## config.mk

```make
export PLATFORM = sky130hd
export DESIGN_NAME = texel_fetch_unit
export DESIGN_NICKNAME = d
export VERILOG_FILES = /design/src/rtl/texel_fetch_pkg.sv /design/src/rtl/tfu_addr_gen.sv /design/src/rtl/tfu_lat_pipe.sv /design/src/rtl/tfu_color_out.sv /design/src/rtl/texel_fetch_unit.sv
export SDC_FILE = /design/constraint.sdc
export NUM_CORES = 1
export LEC_CHECK = 0
export BUFFER_PORTS_ARGS = -buffer_cell sky130_fd_sc_hd__buf_4
export CAP_MARGIN = 40
export CORE_ASPECT_RATIO = 1.1
export CORE_MARGIN = 5
export CORE_UTILIZATION = 52
export DETAILED_ROUTE_END_ITERATION = 16
export HOLD_SLACK_MARGIN = 0.15
export MAX_ROUTING_LAYER = met4
export PLACE_DENSITY_LB_ADDON = 0.2
export SLEW_MARGIN = 20
export SYNTH_ARGS = -nofsm -noshare
export SYNTH_HDL_FRONTEND = slang
export SYNTH_SLANG_ARGS = --single-unit
```

## constraint.sdc

```tcl
create_clock -name clk -period 7.2 [get_ports clk]
set_input_delay 0.36 -clock clk [delete_from_list [all_inputs] [get_ports clk]]
set_output_delay 0.36 -clock clk [all_outputs]
set_load 0.05 [all_outputs]
```

## src/rtl/texel_fetch_pkg.sv

```systemverilog
package texel_fetch_pkg;

   localparam int TFU_COORD_W   = 11;
   localparam int TFU_WIDTH_W   = 14;
   localparam int TFU_ADDR_W    = 32;
   localparam int TFU_DATA_W    = 32;
   localparam int TFU_FMT_W     = 6;
   localparam int TFU_PITCH_LOG2 = 6;

   localparam logic [TFU_FMT_W-1:0] TFU_FMT_COLOR32 = 6'h00;
   localparam int TFU_COLOR32_BYTE_LOG2 = 2;

   typedef struct packed {
      logic vld;
      logic fmt_ok;
   } tfu_stage_t;

endpackage

```

## src/rtl/tfu_addr_gen.sv

```systemverilog
module tfu_addr_gen #(
   parameter int COORD_W    = 11,
   parameter int WIDTH_W    = 14,
   parameter int ADDR_W     = 32,
   parameter int PITCH_LOG2 = 6,
   parameter int BYTE_LOG2  = 2
) (
   input  logic [COORD_W-1:0] u,
   input  logic [COORD_W-1:0] v,
   input  logic [WIDTH_W-1:0] width,
   input  logic [ADDR_W-1:0]  base,
   output logic [ADDR_W-1:0]  byte_addr
);

   localparam int NATIVE_W = COORD_W + WIDTH_W + PITCH_LOG2 + 1;

   initial begin
      if (COORD_W < 1 || WIDTH_W < 1)
         $error("tfu_addr_gen: coordinate and width fields need at least one bit");
      if (PITCH_LOG2 < 0 || BYTE_LOG2 < 0)
         $error("tfu_addr_gen: shift amounts must be non-negative");
      if (ADDR_W < COORD_W + BYTE_LOG2)
         $error("tfu_addr_gen: address too narrow for one row");
   end

   logic [ADDR_W-1:0] u_ext;
   logic [ADDR_W-1:0] v_ext;
   logic [ADDR_W-1:0] pitch;
   logic [ADDR_W-1:0] row_index;
   logic [ADDR_W-1:0] texel_index;
   logic [ADDR_W-1:0] byte_offset;

   always_comb begin
      u_ext       = ADDR_W'(u);
      v_ext       = ADDR_W'(v);
      pitch       = ADDR_W'(width) << PITCH_LOG2;
      row_index   = ADDR_W'(v_ext * pitch);
      texel_index = row_index + u_ext;
      byte_offset = texel_index << BYTE_LOG2;
      byte_addr   = base + byte_offset;
   end

   logic unused_native;
   assign unused_native = (NATIVE_W > 0);

endmodule

```

## src/rtl/tfu_lat_pipe.sv

```systemverilog
module tfu_lat_pipe
   import texel_fetch_pkg::*;
#(
   parameter int DEPTH = 1
) (
   input  logic       clk,
   input  logic       rst_n,
   input  tfu_stage_t stage_in,
   output tfu_stage_t stage_out
);

   initial begin
      if (DEPTH < 1)
         $error("tfu_lat_pipe: DEPTH must be at least 1");
   end

   tfu_stage_t stage_q [DEPTH];

   generate
      for (genvar gi = 0; gi < DEPTH; gi++) begin : g_stage
         if (gi == 0) begin : g_head
            always_ff @(posedge clk) begin
               if (!rst_n) begin
                  stage_q[gi] <= '0;
               end else begin
                  stage_q[gi] <= stage_in;
               end
            end
         end else begin : g_body
            always_ff @(posedge clk) begin
               if (!rst_n) begin
                  stage_q[gi] <= '0;
               end else begin
                  stage_q[gi] <= stage_q[gi-1];
               end
            end
         end
      end
   endgenerate

   assign stage_out = stage_q[DEPTH-1];

endmodule

```

## src/rtl/tfu_color_out.sv

```systemverilog
module tfu_color_out
   import texel_fetch_pkg::*;
#(
   parameter int DATA_W = 32
) (
   input  tfu_stage_t        stage,
   input  logic [DATA_W-1:0] mem_word,
   output logic              valid,
   output logic [DATA_W-1:0] color
);

   always_comb begin
      valid = stage.vld;
      if (stage.vld && stage.fmt_ok) begin
         color = mem_word;
      end else begin
         color = '0;
      end
   end

endmodule

```

## src/rtl/texel_fetch_unit.sv

```systemverilog
module texel_fetch_unit
   import texel_fetch_pkg::*;
#(
   parameter int COORD_W    = TFU_COORD_W,
   parameter int WIDTH_W    = TFU_WIDTH_W,
   parameter int ADDR_W     = TFU_ADDR_W,
   parameter int DATA_W     = TFU_DATA_W,
   parameter int FMT_W      = TFU_FMT_W,
   parameter int PITCH_LOG2 = TFU_PITCH_LOG2,
   parameter int RD_LATENCY = 1
) (
   input  logic               clk,
   input  logic               rst_n,
   input  logic               req_valid,
   input  logic [COORD_W-1:0] req_u,
   input  logic [COORD_W-1:0] req_v,
   input  logic [ADDR_W-1:0]  base_addr,
   input  logic [WIDTH_W-1:0] buf_width,
   input  logic [FMT_W-1:0]   fmt_code,
   output logic               mem_rd_en,
   output logic [ADDR_W-1:0]  mem_rd_addr,
   input  logic [DATA_W-1:0]  mem_rd_data,
   output logic               rsp_valid,
   output logic [DATA_W-1:0]  rsp_color
);

   localparam int BYTE_LOG2 = TFU_COLOR32_BYTE_LOG2;
   localparam int TEXEL_BITS = 8 << BYTE_LOG2;

   initial begin
      if (RD_LATENCY < 1)
         $error("texel_fetch_unit: RD_LATENCY must be at least 1");
      if (DATA_W != TEXEL_BITS)
         $error("texel_fetch_unit: data width must match the 32-bit texel");
      if (FMT_W != TFU_FMT_W)
         $error("texel_fetch_unit: format code width mismatch");
   end

   // Request side: read issued in the accepting cycle.
   logic [ADDR_W-1:0] texel_addr;

   tfu_addr_gen #(
      .COORD_W    (COORD_W),
      .WIDTH_W    (WIDTH_W),
      .ADDR_W     (ADDR_W),
      .PITCH_LOG2 (PITCH_LOG2),
      .BYTE_LOG2  (BYTE_LOG2)
   ) addr_gen_i (
      .u         (req_u),
      .v         (req_v),
      .width     (buf_width),
      .base      (base_addr),
      .byte_addr (texel_addr)
   );

   assign mem_rd_en   = req_valid;
   assign mem_rd_addr = texel_addr;

   // Tag travelling alongside the memory read.
   tfu_stage_t tag_in;
   tfu_stage_t tag_out;

   always_comb begin
      tag_in.vld    = req_valid;
      tag_in.fmt_ok = (fmt_code == FMT_W'(TFU_FMT_COLOR32));
   end

   tfu_lat_pipe #(
      .DEPTH (RD_LATENCY)
   ) lat_pipe_i (
      .clk       (clk),
      .rst_n     (rst_n),
      .stage_in  (tag_in),
      .stage_out (tag_out)
   );

   tfu_color_out #(
      .DATA_W (DATA_W)
   ) color_out_i (
      .stage    (tag_out),
      .mem_word (mem_rd_data),
      .valid    (rsp_valid),
      .color    (rsp_color)
   );

endmodule

```

==> flow_summary.toml <==
[cells_and_area]
fillCellCount = 1032
ff_latch_area_um2 = 40.0
top_register = "lat_pipe_i.stage_q"
area_growth_pct = 41.9
multiInputGateArea_um2 = 7130
layout-drive-gt1-share = 0.344
nets = 1532
final_cells = 1406
diodes = 0
top_regs = "lat_pipe_i.stage_q (2)"
largest_reg_flops = 2
final_cell_area_um2 = 10500
layout_commonest_cell = "buf_4"
layout_common_cells = "buf_4 (308), inv_1 (156), nand2_1 (104), fa_1 (104), ha_1 (85)"

[synthesis]
synth-xor-area-share = 0.0777
muxShareOfSynthArea = 0.00135
ys_types = 65
ys_ff_latch = 2
synth-adder-area-share = 0.452
synth-main-ff-cell = "dfxtp_1"
yosysWarnings = 0
syn_area_um2 = 7420
synth_top_family_by_area = "adder cells"
syn_inst = 937
synthArstFlopShare = 0
synth_compound_area_frac = 0.146
synth_seq_area_share = 0.00540
synth_edf_count = 0
synth_nets = 1249
syn_avg_cell_area_um2 = 7.92
synthSimpleGateAreaFrac = 0.214

[critical_path]
cp_common_cell = "fa_1"
critPathCaptureType = "primary output"
cp_max_fo = 6
cp-start-kind = "input pin"
critical_path.max_stage_delay_ns = 0.54
crit_slowest_cell = "fa_1"
arrival_ns = 7.01
cp.required_ns = 6.84
path_class = "in2out"

[floorplan]
die_width_um = 124
die_h_um = 135
start_util = 0.534
rows = 45
dieArea_um2 = 16800
core_um2 = 13900
io_pins = 175

[grt]
antenna_found_initial = 0
grt_max_degree = 34
grt_usage = 0.234
grt_overflow_total = 0
grt_pass1_vias = 7519
grt_pass1_wl_mm = 32.1

[sta]
rsz0062_at_grt = "yes"
post-route-period-util = 1.02
worst_pin_slew_ns = 0.796
slew_violations = 0
period_needed_ns = 7.37
setup_ws_ns = -0.172
max_freq_mhz = 136
setup_viol_count_final = 3
relSlewSlack = 0.468
hold_viol = 0
timing.hold.ws_ns = 0.304

[routing]
via_count = 7452
ant_nets = 0
drtPass1Iterations = 5
route.detailed.drc = 0
drt-initial-drc-count = 256
avgViaCountPerCell = 5.30
wl_per_cell_um = 14.2
routed_wirelength_mm = 19.9

[clock_tree]
cts-root-buf = "clkbuf_16"
htreeDepth = 1
clock_sinks = 2
ctsHoldBuffers = 0
clkTransAtPathRegs_ns = 0.03
cts_buffers = 3
cts_tree = "yes"
ctsLongestPathBuffers = 2

[placement]
dp_hpwl_mm = 17.0
pre_cts_ws_ns = -0.335
gp_congestion = 0.930
dp_cells = 1387
place_area_um2 = 9970
io_buffer_count = 170

[flow_run]
max-cap-violations = 0

[worst_hold_path]
hold_path_class = "in2reg"

[status]
status = "finished, violations left"
violations = "negative setup slack"
[critical path, delay by kind of cell]
kind	cells	cell delay (ns)
compound gates	11	2.05
xor+xnor	4	0.53
fa+ha+maj	7	3.03
simple gates	1	0.15
buf+inv	9	0.90
[through the flow]
| step | util | setup TNS [ns] |
|---|---|---|
| final | 0.757 | -0.274 |
| after global routing | 0.757 | -1.42 |
| after CTS | 0.732 | -0.437 |
| after detailed placement | 0.717 | -0.608 |
| after global placement | 0.717 | -0.319 |
| after floorplan | - | -0.0997 |
[final timing paths]
| path | to | cells past startpoint | slack, ns | start |
|---|---|---|---|---|
| worst max-delay path | mem_rd_addr[31] | 32 | -0.17 | req_v[7] |
| worst min-delay path | lat_pipe_i.stage_q[0][0]$_SDFF_PN0_ | 2 | 0.30 | fmt_code[0] |
[cells by family (layout without fill, tap and decap cells)]
family,after synthesis,count (layout)
and+or+nand+nor,313,313
buffers and inverters,200,481
muxes,1,1
adders and majority gates,203,203
xor gates and xnor gates,65,65
DFF,2,2
AOI/OAI and AO/OA,153,153
[metal layers]
| layer | share of wire | routed length (um) | GRT usage |
|---|---|---|---|
| met1 | 0.39 | 7790 | 0.270 |
| met2 | 0.56 | 11200 | 0.449 |
| met3 | 0.034 | 677 | 0.0138 |
| met4 | 0.014 | 282 | 0.0390 |
| met5 | 0 | 0 | - |
[what timing repair did]
item	in CTS	in global routing
pin swaps	22	34
endpoints found under the setup margin	3	7
gates resized for setup	20	51
buffers inserted	7	9
[layout make-up]
class,count,share of cell area
clock buffers,3,0.00713
inverters,158,0.0563
multi-input cells,735,0.677
flip-flops and latches,2,0.00380
well taps,188,0.0223
repair buffers,320,0.233
[Yosys cell counts (all sizes together), types with 2 or more instances]
cell,instances,area share
a2111oi,3,0.0044
a211oi,17,0.020
a21boi,3,0.0030
a21o,19,0.019
a21oi,33,0.024
a221oi,2,0.0032
a31o,2,0.0024
a31oi,5,0.0042
a41o,3,0.0040
and2,75,0.063
and3,40,0.034
buf,5,0.0052
clkbuf,37,0.019
dfxtp,2,0.0054
fa,108,0.29
ha,95,0.16
inv,158,0.080
nand2,110,0.056
nand2b,11,0.0093
nand3,13,0.0088
nand4,5,0.0042
nor2,33,0.017
nor2b,7,0.0059
nor3,9,0.0061
nor3b,2,0.0027
o2111ai,3,0.0044
o211ai,5,0.0057
o21a,8,0.0081
o21ai,32,0.022
o21bai,3,0.0030
o31ai,4,0.0040
or2,2,0.0017
or3,3,0.0025
xnor2,48,0.058
xor2,17,0.020
Power is not shown: default switching activity piles up to over one toggle a cycle in this logic, so the estimate is an artifact.
